### src/rtl/gft_pkg.sv
package gft_pkg;

  // Sequencer phase: idle, waiting for the scheduled tick, streaming bytes.
  typedef enum logic [1:0] {
    GFT_IDLE = 2'd0,
    GFT_WAIT = 2'd1,
    GFT_SEND = 2'd2
  } gft_phase_e;

  // Value carried by every preamble and padding byte.
  localparam logic [7:0] GFT_FILL_BYTE = 8'h00;

endpackage

### src/rtl/gft_tick_sched.sv
module gft_tick_sched #(
  parameter int TICK_W            = 32,
  parameter int ALIGN_LOG2        = 3,
  parameter int GUARD_TICKS       = 426,
  parameter int FRAME_DELAY_TICKS = 168
) (
  input  logic clk,
  input  logic rst_n,
  input  logic arm_i,      // request accepted this cycle
  input  logic waiting_i,  // sequencer holds a pending request
  input  logic rx_done_i,  // reception finished this cycle
  output logic launch_o    // scheduled start tick reached
);

  localparam logic [TICK_W-1:0] STEP   = TICK_W'(1 << ALIGN_LOG2);
  localparam logic [TICK_W-1:0] GRID   = ~(STEP - TICK_W'(1));
  localparam logic [TICK_W-1:0] GUARD  = TICK_W'(GUARD_TICKS);
  localparam logic [TICK_W-1:0] FDELAY = TICK_W'(FRAME_DELAY_TICKS);

  logic [TICK_W-1:0] now_q;
  logic [TICK_W-1:0] allow_q;
  logic [TICK_W-1:0] allow_d;
  logic [TICK_W-1:0] target_q;

  function automatic logic [TICK_W-1:0] later_of(
    input logic [TICK_W-1:0] a,
    input logic [TICK_W-1:0] b
  );
    return (a > b) ? a : b;
  endfunction

  // First grid slot strictly after the later of the floor and the current tick.
  function automatic logic [TICK_W-1:0] next_slot(
    input logic [TICK_W-1:0] floor_t,
    input logic [TICK_W-1:0] cur_t
  );
    return (later_of(floor_t, cur_t) & GRID) + STEP;
  endfunction

  assign launch_o = waiting_i && (now_q == target_q);

  always_comb begin
    allow_d = allow_q;
    if (launch_o)  allow_d = later_of(allow_d, target_q + GUARD);
    if (rx_done_i) allow_d = later_of(allow_d, now_q + FDELAY);
  end

  always_ff @(posedge clk or negedge rst_n) begin
    if (!rst_n) begin
      now_q    <= '0;
      allow_q  <= '0;
      target_q <= '0;
    end else begin
      now_q   <= now_q + TICK_W'(1);
      allow_q <= allow_d;
      if (arm_i) target_q <= next_slot(allow_q, now_q);
    end
  end

  // launches only happen on grid ticks
  a_r5_launch_on_grid: assert property (@(posedge clk) disable iff (!rst_n)
    launch_o |-> ((now_q & ~GRID) == '0));

  // the guard window is in place right after a launch
  a_r6_guard_floor: assert property (@(posedge clk) disable iff (!rst_n)
    launch_o |=> (allow_q >= $past(now_q) + GUARD));

  // the turnaround window is in place right after a reception ends
  a_r7_rx_floor: assert property (@(posedge clk) disable iff (!rst_n)
    rx_done_i |=> (allow_q >= $past(now_q) + FDELAY));

  // the not-before time never moves backwards
  a_r8_allow_monotone: assert property (@(posedge clk) disable iff (!rst_n)
    1'b1 |=> (allow_q >= $past(allow_q)));

  // a captured start lies in the future of the request tick
  a_r5_target_ahead: assert property (@(posedge clk) disable iff (!rst_n)
    arm_i |=> (target_q > $past(now_q)));

endmodule

### src/rtl/gft_byte_seq.sv
module gft_byte_seq
  import gft_pkg::*;
#(
  parameter int LEN_W     = 9,
  parameter int PRE_BYTES = 6,
  parameter int PAD_BYTES = 2
) (
  input  logic             clk,
  input  logic             rst_n,
  input  logic             start_i,
  input  logic [LEN_W-1:0] frame_len_i,
  input  logic             launch_i,
  output logic             arm_o,
  output logic             waiting_o,
  output logic [LEN_W-1:0] rd_addr_o,
  input  logic [7:0]       rd_data_i,
  output logic [7:0]       tx_data_o,
  output logic             tx_valid_o,
  input  logic             tx_ready_i,
  output logic             busy_o
);

  localparam int POS_W = LEN_W + 2;
  localparam logic [POS_W-1:0] PRE_N = POS_W'(PRE_BYTES);
  localparam logic [POS_W-1:0] PAD_N = POS_W'(PAD_BYTES);

  gft_phase_e       phase_q, phase_d;
  logic [POS_W-1:0] pos_q, pos_d;
  logic [LEN_W-1:0] len_q, len_d;

  logic [POS_W-1:0] body_end;
  logic             in_body;
  logic             accept;
  logic             last_byte;

  assign body_end  = PRE_N + POS_W'(len_q);
  assign in_body   = (pos_q >= PRE_N) && (pos_q < body_end);
  assign last_byte = (pos_q == body_end + PAD_N - POS_W'(1));

  assign rd_addr_o  = in_body ? LEN_W'(pos_q - PRE_N) : '0;
  assign tx_data_o  = in_body ? rd_data_i : GFT_FILL_BYTE;
  assign tx_valid_o = (phase_q == GFT_SEND) || ((phase_q == GFT_WAIT) && launch_i);
  assign accept     = tx_valid_o && tx_ready_i;
  assign busy_o     = (phase_q != GFT_IDLE);
  assign waiting_o  = (phase_q == GFT_WAIT);
  assign arm_o      = (phase_q == GFT_IDLE) && start_i;

  always_comb begin
    phase_d = phase_q;
    pos_d   = pos_q;
    len_d   = len_q;
    case (phase_q)
      GFT_IDLE: if (start_i) begin
        phase_d = GFT_WAIT;
        pos_d   = '0;
        len_d   = frame_len_i;
      end
      GFT_WAIT: if (launch_i) phase_d = GFT_SEND;
      default: ;
    endcase
    if (accept) begin
      if (last_byte) begin
        phase_d = GFT_IDLE;
        pos_d   = '0;
      end else begin
        pos_d = pos_q + POS_W'(1);
      end
    end
  end

  always_ff @(posedge clk or negedge rst_n) begin
    if (!rst_n) begin
      phase_q <= GFT_IDLE;
      pos_q   <= '0;
      len_q   <= '0;
    end else begin
      phase_q <= phase_d;
      pos_q   <= pos_d;
      len_q   <= len_d;
    end
  end

  // busy only drops right after the final padding byte was taken
  a_r9_busy_drop: assert property (@(posedge clk) disable iff (!rst_n)
    $fell(busy_o) |-> $past(accept && last_byte));

  // an offered byte stays offered, at the same position, until taken
  a_r4_hold: assert property (@(posedge clk) disable iff (!rst_n)
    (tx_valid_o && !tx_ready_i) |=> (tx_valid_o && $stable(pos_q)));

  // a request while busy leaves the latched length alone
  a_r9_ignore_busy: assert property (@(posedge clk) disable iff (!rst_n)
    (busy_o && start_i) |=> $stable(len_q));

  // bytes are only offered while a transmission is pending
  a_r4_valid_in_busy: assert property (@(posedge clk) disable iff (!rst_n)
    tx_valid_o |-> busy_o);

endmodule

### src/rtl/guarded_frame_tx.sv
module guarded_frame_tx
  import gft_pkg::*;
#(
  parameter int LEN_W             = 9,
  parameter int TICK_W            = 32,
  parameter int ALIGN_LOG2        = 3,
  parameter int PRE_BYTES         = 6,
  parameter int PAD_BYTES         = 2,
  parameter int GUARD_TICKS       = 426,
  parameter int FRAME_DELAY_TICKS = 168
) (
  input  logic             clk,
  input  logic             rst_n,
  input  logic             start_i,
  input  logic [LEN_W-1:0] frame_len_i,
  output logic [LEN_W-1:0] rd_addr_o,
  input  logic [7:0]       rd_data_i,
  output logic [7:0]       tx_data_o,
  output logic             tx_valid_o,
  input  logic             tx_ready_i,
  input  logic             rx_done_i,
  output logic             busy_o
);

  // Internal events, named so the checks below can refer to them.
  logic arm_ev;
  logic waiting_ev;
  logic launch_ev;

  gft_tick_sched #(
    .TICK_W           (TICK_W),
    .ALIGN_LOG2       (ALIGN_LOG2),
    .GUARD_TICKS      (GUARD_TICKS),
    .FRAME_DELAY_TICKS(FRAME_DELAY_TICKS)
  ) sched_i (
    .clk      (clk),
    .rst_n    (rst_n),
    .arm_i    (arm_ev),
    .waiting_i(waiting_ev),
    .rx_done_i(rx_done_i),
    .launch_o (launch_ev)
  );

  gft_byte_seq #(
    .LEN_W    (LEN_W),
    .PRE_BYTES(PRE_BYTES),
    .PAD_BYTES(PAD_BYTES)
  ) seq_i (
    .clk        (clk),
    .rst_n      (rst_n),
    .start_i    (start_i),
    .frame_len_i(frame_len_i),
    .launch_i   (launch_ev),
    .arm_o      (arm_ev),
    .waiting_o  (waiting_ev),
    .rd_addr_o  (rd_addr_o),
    .rd_data_i  (rd_data_i),
    .tx_data_o  (tx_data_o),
    .tx_valid_o (tx_valid_o),
    .tx_ready_i (tx_ready_i),
    .busy_o     (busy_o)
  );

  // the byte offered at launch is a preamble fill byte
  a_r1_launch_fill: assert property (@(posedge clk) disable iff (!rst_n)
    launch_ev |-> (tx_valid_o && (tx_data_o == GFT_FILL_BYTE)));

  // a taken request raises busy in the next cycle
  a_r9_busy_after_arm: assert property (@(posedge clk) disable iff (!rst_n)
    arm_ev |=> busy_o);

  // no byte is offered before the scheduled launch
  a_r5_no_early_byte: assert property (@(posedge clk) disable iff (!rst_n)
    (waiting_ev && !launch_ev) |-> !tx_valid_o);

endmodule

### config.mk
export PLATFORM = sky130hd
export DESIGN_NAME = guarded_frame_tx
export DESIGN_NICKNAME = d
export VERILOG_FILES = /design/src/rtl/gft_pkg.sv /design/src/rtl/gft_tick_sched.sv /design/src/rtl/gft_byte_seq.sv /design/src/rtl/guarded_frame_tx.sv
export SDC_FILE = /design/constraint.sdc
export NUM_CORES = 1
export LEC_CHECK = 0
export BUFFER_PORTS_ARGS = -buffer_cell sky130_fd_sc_hd__clkbuf_2
export CAP_MARGIN = 20
export CORE_MARGIN = 2
export CORE_UTILIZATION = 69
export CTS_CLUSTER_SIZE = 40
export DETAILED_ROUTE_END_ITERATION = 7
export PLACE_DENSITY = 0.95
export SYNTH_ARGS = -nofsm -noshare
export SYNTH_HDL_FRONTEND = slang
export SYNTH_SLANG_ARGS = --single-unit
### constraint.sdc
create_clock -name clk -period 8.8 [get_ports clk]
set_clock_uncertainty 0.1 [all_clocks]
set_input_delay 1.32 -clock clk [delete_from_list [all_inputs] [get_ports clk]]
set_output_delay 1.32 -clock clk [all_outputs]
set_load 0.01 [all_outputs]
==> impl_metrics.py, run 1 <==
metrics = {
    "status": {
        "status": "finished clean",
    },
    "hold_path": {
        "whs_path_depth": 2,
        "holdCritPathClass": "reg -> reg",
        "min_from": "sched_i.target_q[25]",
        "hold_end": "sched_i.target_q[25]",
    },
    "clock_network": {
        "cts_tree": "done",
        "cts-root-buf": "clkbuf_16",
        "cts_resized": 0,
        "post_cts_buffers": 0,
        "clock_latency_ns": 0.44,
        "cts_sinks": 115,
        "cts_buffers": 17,
        "clockBufferDepth": 2,
        "cts-hold-fix-buffers": 0,
        "htreeDepth": 4,
        "clkTransAtPathRegs_ns": 0.06,
    },
    "global_routing": {
        "grt_max_degree": 63,
        "gr-total-overflow": 0,
        "grt_pass1_wl_mm": 50.3,
        "grt_pass1_vias": 9763,
        "antenna_found_initial": 0,
        "track_usage": 0.386,
    },
    "timing": {
        "max_freq_mhz": 133,
        "finalCriticalPeriod_ns": 7.51,
        "setup_tns_ns": 0,
        "drv_slew": 0,
        "final_hold_viol_count": 0,
        "finalCritPeriodShare": 0.853,
        "setup_viol": 0,
        "worst_pin_slew_ns": 1.11,
        "rsz0062_at_grt": "no",
        "slew-limit-headroom": 0.263,
    },
    "routing": {
        "vias": 9973,
        "drtIter0Drc": 1226,
        "totalWireLength_mm": 31.4,
        "drc": 0,
        "vias_per_cell": 6.66,
        "antenna_left": 0,
        "wl_per_cell_um": 21.0,
        "firstDrtPassIters": 5,
    },
    "critical_path": {
        "rr_startpoint": "sched_i.target_q[3]",
        "cp-start-kind": "flip-flop",
        "end_kind": "flip-flop",
        "worstSetupPathType": "reg -> reg",
        "timing.rr.end": "sched_i.allow_q[23]",
        "cp_data_arrival_time_ns": 7.75,
        "cp.required_ns": 9.04,
        "cp_max_fo": 25,
        "worstRegToRegCells": 27,
        "regToRegSetupSlack_ns": 1.29,
    },
    "yosys": {
        "synth-xor-area-share": 0.149,
        "yosysSeqAreaShare": 0.263,
        "synth.top_cell.area_share": 0.263,
        "synth.avg_cell_area_um2": 8.62,
        "synthSimpleGateAreaFrac": 0.187,
        "async_flop_share": 1.00,
        "synth-edff-count": 0,
        "synth_top_family_by_area": "simple AND/OR/NAND/NOR gates",
        "postSynthCellCount": 1268,
        "syn_area_mm2": 0.0109,
        "synth-adder-area-share": 0.130,
        "synth_ff_type": "dfrtp_1",
        "synth_area_leaders": "dfrtp_1 26%, ha_1 13%, xnor2_1 11%",
        "synth-seq-cells": 115,
        "yosys.area.top_type": "dfrtp_1",
        "yosysWarnings": 0,
        "synth_compound_area_frac": 0.0988,
        "yosysUniqueCellTypes": 69,
        "syn-num-nets": 1404,
        "muxShareOfSynthArea": 0.104,
    },
    "floorplanning": {
        "die_height_um": 130,
        "num_rows": 46,
        "io_pins": 41,
        "die_area_mm2": 0.0169,
        "initial_core_util": 0.698,
        "die-width_um": 130,
        "core_mm2": 0.0157,
    },
    "layout": {
        "final_cell_mix": "134 x xnor2_1, 115 x dfrtp_1, 114 x ha_1, 111 x nand2_1, 107 x inv_1",
        "fillers": 1043,
        "antenna_cells": 0,
        "final_common_cell": "xnor2_1",
        "drive_above_1_share": 0.0928,
        "seqCellArea_mm2": 0.00288,
        "area_delta_synth_final_pct": 7.67,
        "nets": 1406,
        "multi_input_area_mm2": 0.00735,
        "stdcell_area_mm2": 0.0118,
    },
    "placed_design": {
        "hpwl_mm": 23.0,
        "dpl_cell_area_mm2": 0.0111,
        "port_buffers": 40,
        "gp_congestion": 1.00,
    },
    "power_and_ir_drop": {
        "ir_drop_uv": 152,
        "powerDensity_mw_per_mm2": 169,
        "p_leak_uw": 0.00502,
    },
    "job": {
        "maxCapViolCount": 0,
    },
}
worst max path at each step:
stage                             start             endpoint  slack [ns]  depth (start not counted)
floorplan           sched_i.target_q[3]   sched_i.allow_q[4]        3.26                         27
global placement    sched_i.target_q[3]  sched_i.allow_q[10]        1.96                         27
detailed placement  sched_i.target_q[3]  sched_i.allow_q[23]        1.57                         27
CTS                 sched_i.target_q[3]  sched_i.allow_q[18]        1.55                         27
global route        sched_i.target_q[3]  sched_i.allow_q[21]        0.96                         27
finish              sched_i.target_q[3]  sched_i.allow_q[23]        1.29                         27
synthesized netlist by cell type (6+ instances only):
library cell and count:
nor4_1 16, a21oi_1 38, a21o_1 12, a31oi_1 7, buf_2 17, nand2_1 112
nor2b_1 8, mux2_2 17, buf_6 7, dfrtp_1 115, o211ai_1 6, ha_1 114
xnor2_1 134, nand4b_1 6, o21ai_0 50, or3_1 9, mux2_4 12, nor2_1 87
and3_1 13, nor3_1 18, inv_1 107, clkbuf_1 33, mux2i_1 76, nand4_1 41
and2_1 7, a211oi_1 7, nand3_1 62, o21ai_1 10, and4_1 8, xor2_1 50
stage by stage:
step | hold slack, ns | utilization | std cells | worst slack [ns] | power [µW]
CTS | 0.477 | 0.752 | 1498 | 1.55 | 1960
global placement | 0.444 | 0.712 | 1467 | 1.96 | 1180
global route | 0.510 | 0.752 | 1498 | 0.964 | 2070
detailed placement | 0.470 | 0.712 | 1467 | 1.57 | 1210
floorplan | 0.402 | - | 1268 | 3.26 | 1050
finish | 0.471 | 0.752 | 1498 | 1.29 | 1980
kinds of logic after synthesis:
group | Yosys count
simple gates | 410
xor+xnor | 185
flops | 115
compound gates | 169
fa+ha+maj | 114
mux | 105
buf+inv | 170
registers in the layout, summed over array words and instances (netlist names):
signal	count
sched_i.allow_q	32
sched_i.now_q	32
sched_i.target_q	29
seq_i.pos_q	11
seq_i.len_q	9
seq_i.phase_q	2
area by class of cell:
class                   instances  share of cell area
clock inverters                10              0.0132
flip-flops and latches        115               0.245
clock buffers                  21              0.0400
well taps                     216              0.0230
inverters                     108              0.0344
repair buffers                 45              0.0204
multi-input cells             983               0.624
where the power goes:
part           leakage, µW  internal (µW)  switching, µW
sequential         0.00136            578           99.4
clock             0.000305            492            263
combinational      0.00335            237            315
layer usage:
layer,vias to the layer above,share of wire,track usage
met1,4737,0.37,0.466
li1,4411,-,-
met4,0,0.073,0.247
met5,-,0,0
met3,178,0.086,0.0705
met2,647,0.47,0.638
worst max-delay path, stage by stage, from the launching register on:
cell      delay, ns
dfrtp_1        0.46
ha_1           0.22
o21ai_0        0.14
nand2_1        0.23
nand4_1        0.25
nor2_1         0.42
nand3_1        0.16
xor2_1         0.18
ha_1           0.30
nand4_1        0.13
a21oi_1        0.14
nor3_1         0.06
o21ai_0        0.21
o21ai_0        0.21
o21ai_4        0.86
buf_4          0.35
mux2i_1        0.29
inv_1          0.07
ha_1           0.33
a211o_1        0.28
o211ai_1       0.10
a21oi_1        0.10
o21ai_0        0.15
a21oi_1        0.13
o211a_1        0.27
a21oi_4        0.57
buf_4          0.43
mux2i_1        0.26
Power figures use the tool's default switching activity.
==> inputs of run 2 (changes only) <==
--- a/config.mk
+++ b/config.mk
@@ -11,7 +11,7 @@
 export CORE_UTILIZATION = 69
 export CTS_CLUSTER_SIZE = 40
 export DETAILED_ROUTE_END_ITERATION = 7
-export PLACE_DENSITY = 0.95
+export PLACE_DENSITY = 0.88
 export SYNTH_ARGS = -nofsm -noshare
 export SYNTH_HDL_FRONTEND = slang
 export SYNTH_SLANG_ARGS = --single-unit
==> run 2 against run 1 <==
Clock-buffer cell count down 4. Fmax grew 2.6%. Die area unchanged. Cell area fell by 0.70%. Total power down 5.8%. Critical endpoint is now sched_i.allow_q[18].
==> impl_metrics.py, run 2 (synthesis gave the netlist of run 1 again) <==
metrics = {
    "routing": {
        "vias": 9532,
        "wl_per_cell_um": 20.0,
        "drtIter0Drc": 801,
        "antenna_left": 0,
        "totalWireLength_mm": 30.0,
        "vias_per_cell": 6.36,
        "firstDrtPassIters": 5,
        "drc": 0,
    },
    "layout": {
        "drive_above_1_share": 0.0943,
        "utilization": 0.746,
        "antenna_cells": 0,
        "final_common_cell": "xnor2_1",
        "final_cell_mix": "134 x xnor2_1, 115 x dfrtp_1, 114 x ha_1, 111 x nand2_1, 107 x inv_1",
        "stdcell_area_mm2": 0.0117,
        "area_delta_synth_final_pct": 6.91,
        "reg_top3": "sched_i.allow_q x32, sched_i.now_q x32, sched_i.target_q x29",
        "nets": 1406,
    },
    "floorplanning": {
        "die_height_um": 130,
        "die-width_um": 130,
        "initial_core_util": 0.698,
        "core_mm2": 0.0157,
        "num_rows": 46,
        "io_pins": 41,
        "die_area_mm2": 0.0169,
    },
    "timing": {
        "max_freq_mhz": 137,
        "worst_pin_slew_ns": 1.13,
        "setup_viol": 0,
        "rsz0062_at_grt": "no",
        "setup_tns_ns": 0,
        "final_hold_viol_count": 0,
        "slew-limit-headroom": 0.249,
        "finalCriticalPeriod_ns": 7.32,
        "finalCritPeriodShare": 0.832,
        "drv_slew": 0,
    },
    "clock_network": {
        "htreeDepth": 4,
        "cts_resized": 0,
        "cts-hold-fix-buffers": 0,
        "cts_tree": "done",
        "clockBufferDepth": 2,
        "post_cts_buffers": 0,
        "clock_latency_ns": 0.43,
        "cts_sinks": 115,
        "cts_buffers": 17,
        "cts-root-buf": "clkbuf_16",
        "clkTransAtPathRegs_ns": 0.06,
    },
    "placed_design": {
        "gp_congestion": 1.05,
        "dpl_cell_area_mm2": 0.0111,
        "port_buffers": 40,
        "hpwl_mm": 22.9,
    },
    "critical_path": {
        "cp_max_fo": 21,
        "end_kind": "flip-flop",
        "worstSetupPathType": "reg -> reg",
        "cp_data_arrival_time_ns": 7.56,
        "cp.required_ns": 9.04,
        "cp-start-kind": "flip-flop",
    },
    "power_and_ir_drop": {
        "power.total_uw": 1870,
        "switching_share": 0.360,
        "p_leak_uw": 0.00498,
        "combinationalPowerShare": 0.287,
        "powerDensity_mw_per_mm2": 160,
        "p_int_uw": 1200,
        "ir_drop_uv": 144,
        "p_switching_uw": 673,
        "pwr-share-seq": 0.362,
        "pwr-share-clk": 0.351,
    },
    "global_routing": {
        "track_usage": 0.367,
        "grt_pass1_wl_mm": 47.7,
        "grt_max_degree": 67,
        "gr-total-overflow": 0,
        "grt_pass1_vias": 9245,
        "antenna_found_initial": 0,
    },
    "job": {
        "maxCapViolCount": 0,
    },
    "status": {
        "status": "finished clean",
    },
    "hold_path": {
        "holdCritPathClass": "reg -> reg",
    },
}
run 2: routing by layer:
layer,wire length (µm),share of wire,vias to the layer above,global-route usage
met2,14200,0.47,487,0.612
met1,11500,0.38,4507,0.439
met5,0,0,-,0
met3,2310,0.077,130,0.0713
li1,-,-,4408,-
met4,1900,0.063,0,0.223
run 2: area by class of cell:
cell class / instances / area, µm²
multi-input combinational: 983 / 7350
fill: 1148 / 3970
sequential: 115 / 2880
clock buffer: 17 / 425
inverter: 108 / 405
tap: 216 / 270
timing repair buffer: 45 / 240
clock inverter: 15 / 118
run 2: critical path: stages (launching register included):
cell and delay, ns:
dfrtp_1 0.45, ha_1 0.22, o21ai_0 0.15, nand2_1 0.23, nand4_1 0.23, nor2_1 0.41, nand3_1 0.15, xor2_1 0.18
ha_1 0.32, nand4_1 0.15, a21oi_1 0.21, nor3_1 0.09, o21ai_0 0.26, o21ai_0 0.21, o21ai_4 0.55, buf_4 0.44
mux2i_1 0.32, inv_1 0.08, ha_1 0.31, and3_1 0.16, nand3_1 0.08, nor4_1 0.28, nand4_1 0.26, o211a_1 0.21
a21oi_4 0.41, buf_4 0.45, mux2i_1 0.28
run 2: path summary, 6_finish.rpt:
kind,from,end,slack (ns),cells past startpoint
max in group asynchronous,rst_n,sched_i.target_q[26],6.51,2
worst min register to register,sched_i.target_q[25],sched_i.target_q[25],0.48,2
min in group asynchronous,rst_n,sched_i.now_q[8],0.91,1
worst min-delay path,sched_i.target_q[25],sched_i.target_q[25],0.48,2
worst max-delay path,sched_i.target_q[3],sched_i.allow_q[18],1.48,26
worst max register to register,sched_i.target_q[3],sched_i.allow_q[18],1.48,26
run 2: through the flow:
stage                     cells  hold WS, ns  setup slack [ns]
after floorplan            1268        0.402              3.26
after global placement     1467        0.452              2.24
after detailed placement   1467        0.461              1.82
after CTS                  1499        0.475              1.67
after global routing       1499        0.516              1.08
final                      1499        0.476              1.48
run 2: power groups by stage:
| stage | Combinational [µW] | Sequential [µW] | Clock (µW) |
|---|---|---|---|
| after floorplan | 412 | 638 | 0 |
| after global placement | 494 | 679 | 0 |
| after detailed placement | 521 | 681 | 0 |
| after CTS | 529 | 673 | 655 |
| after global routing | 596 | 683 | 679 |
| final | 537 | 678 | 656 |
==> inputs of run 3 (changes only) <==
--- a/config.mk
+++ b/config.mk
@@ -8,10 +8,10 @@
 export BUFFER_PORTS_ARGS = -buffer_cell sky130_fd_sc_hd__clkbuf_2
 export CAP_MARGIN = 20
 export CORE_MARGIN = 2
-export CORE_UTILIZATION = 69
+export CORE_UTILIZATION = 64
 export CTS_CLUSTER_SIZE = 40
 export DETAILED_ROUTE_END_ITERATION = 7
-export PLACE_DENSITY = 0.88
+export PLACE_DENSITY = 0.82
 export SYNTH_ARGS = -nofsm -noshare
 export SYNTH_HDL_FRONTEND = slang
 export SYNTH_SLANG_ARGS = --single-unit
==> constraint.sdc (replaced) <==
create_clock -name clk -period 7.05 [get_ports clk]
set_clock_uncertainty 0.1 [all_clocks]
set_input_delay 1.0575 -clock clk [delete_from_list [all_inputs] [get_ports clk]]
set_output_delay 1.0575 -clock clk [all_outputs]
set_load 0.01 [all_outputs]
==> run 3 against run 2 <==
Critical path depth is 1 higher. Fmax is 11% higher. Combinational power is 25% higher. Utilization is 3.6 points lower. Clock-buffer cell count is 1 higher. Global-route usage is 2.5 points lower. Die area is 7.6% higher. Hold slack worse by 0.0097 ns. Register-to-register slack worse by 1.0 ns. Wire length is 0.30% higher. Sequential cell count stayed put. Critical path type unchanged.
==> impl_metrics.py, run 3 (synthesis gave the netlist of run 1 again) <==
metrics = {
    "clock_network": {
        "cts-root-buf": "clkbuf_16",
        "htreeDepth": 4,
        "clockBufferDepth": 2,
        "clkTransAtPathRegs_ns": 0.06,
        "clock_latency_ns": 0.44,
        "cts_buffers": 17,
        "cts-hold-fix-buffers": 0,
        "cts_sinks": 115,
        "cts_tree": "done",
    },
    "critical_path": {
        "worstRegToRegCells": 27,
        "worstSetupPathType": "reg -> reg",
        "cp_max_fo": 13,
        "regToRegSetupSlack_ns": 0.45,
        "cp.required_ns": 7.30,
        "cp_data_arrival_time_ns": 6.85,
        "cp-start-kind": "flip-flop",
        "end_kind": "flip-flop",
    },
    "layout": {
        "fillers": 1229,
        "nets": 1413,
        "utilization": 0.711,
        "drive_above_1_share": 0.0985,
        "antenna_cells": 0,
        "stdcell_area_mm2": 0.0118,
        "reg_top3": "sched_i.allow_q x32, sched_i.now_q x32, sched_i.target_q x29",
        "final_common_cell": "xnor2_1",
        "area_delta_synth_final_pct": 8.21,
        "final_cell_mix": "134 x xnor2_1, 115 x dfrtp_1, 114 x ha_1, 111 x nand2_1, 107 x inv_1",
    },
    "routing": {
        "firstDrtPassIters": 8,
        "wl_per_cell_um": 19.9,
        "antenna_left": 0,
        "drc": 0,
        "totalWireLength_mm": 30.0,
        "vias": 9498,
        "vias_per_cell": 6.29,
        "drtIter0Drc": 1064,
    },
    "global_routing": {
        "grt_pass1_vias": 9179,
        "track_usage": 0.341,
        "gr-total-overflow": 0,
        "antenna_found_initial": 0,
        "grt_max_degree": 81,
        "grt_pass1_wl_mm": 48.1,
    },
    "timing": {
        "drv_slew": 0,
        "finalCriticalPeriod_ns": 6.60,
        "max_freq_mhz": 151,
        "slew-limit-headroom": 0.363,
        "finalCritPeriodShare": 0.937,
        "rsz0062_at_grt": "no",
        "setup_tns_ns": 0,
        "setup_viol": 0,
        "final_hold_viol_count": 0,
        "worst_pin_slew_ns": 0.955,
    },
    "placed_design": {
        "hpwl_mm": 22.5,
        "port_buffers": 40,
        "gp_congestion": 1.03,
        "dpl_cell_area_mm2": 0.0112,
    },
    "power_and_ir_drop": {
        "powerDensity_mw_per_mm2": 204,
        "p_leak_uw": 0.00504,
        "ir_drop_uv": 185,
    },
    "hold_path": {
        "holdCritPathClass": "in -> async",
    },
    "floorplanning": {
        "die_area_mm2": 0.0181,
        "num_rows": 47,
        "io_pins": 41,
        "die_height_um": 135,
        "core_mm2": 0.0166,
        "initial_core_util": 0.657,
        "die-width_um": 135,
    },
    "status": {
        "status": "finished clean",
    },
    "job": {
        "maxCapViolCount": 0,
    },
}
-- run 3: cell count changes in the layout (fill, tap and decap cells not counted), sizes merged --
cell | previous run | this run
buf | 6 | 13
bufinv | 1 | 3
clkbuf | 56 | 57
clkinv | 10 | 8
clkinvlp | 4 | 3
inv | 108 | 107
-- run 3: layer usage --
metal	global-route usage	wire, µm	vias up
li1	-	-	4431
met5	0	0	-
met1	0.438	12700	4544
met3	0.0604	2010	111
met2	0.561	14000	412
met4	0.160	1430	0
-- run 3: layout make-up --
type	instances	area (µm²)	share of cell area
Multi-Input combinational cell	983	7350	0.622
Sequential cell	115	2880	0.243
Clock buffer	18	429	0.0363
Inverter	108	405	0.0343
Timing Repair Buffer	52	325	0.0275
Tap cell	220	275	0.0233
Clock inverter	13	163	0.0138
-- run 3: worst max-delay path, cell delays in order (launching register included) --
cell	delay, ns
dfrtp_1	0.47
ha_1	0.22
o21ai_0	0.15
nand2_1	0.27
nand4_1	0.30
nor2_2	0.32
nand3_1	0.13
xor2_1	0.22
ha_1	0.30
a21oi_1	0.15
a21oi_1	0.07
nor3_1	0.24
o21ai_0	0.17
o21ai_0	0.37
o21ai_4	0.13
buf_4	0.21
mux2_4	0.31
inv_1	0.06
ha_1	0.25
a21o_1	0.16
a21oi_1	0.17
o22ai_1	0.10
nor2_1	0.17
nor2_1	0.05
or3_1	0.42
a21oi_4	0.38
buf_4	0.35
mux2i_1	0.26
-- run 3: final timing paths --
kind | from | endpoint
setup / recovery | sched_i.target_q[3] | sched_i.allow_q[21]
hold / removal | rst_n | sched_i.now_q[2]
setup reg to reg | sched_i.target_q[3] | sched_i.allow_q[21]
hold reg to reg | sched_i.now_q[31] | sched_i.now_q[31]
max in group asynchronous | rst_n | sched_i.now_q[26]
min in group clk | sched_i.now_q[31] | sched_i.now_q[31]
-- run 3: power breakdown --
part	total [µW]	switching (µW)	internal, µW
sequential	855	133	721
combinational	670	374	296
clock	888	336	552
-- run 3: timing repair --
action	CTS	global route
resized for setup	0	1
endpoints found under the setup margin	0	25
buffers inserted	0	2
-- run 3: stage by stage --
step                      hold WS (ns)  total power, µW  worst slack, ns  cells
after floorplan                  0.402             1310             1.51   1268
after CTS                        0.463             2390            0.465   1505
final                            0.466             2410            0.445   1509
after global routing             0.504             2520           0.0672   1509
after detailed placement         0.451             1510            0.547   1474
after global placement           0.437             1480            0.832   1474
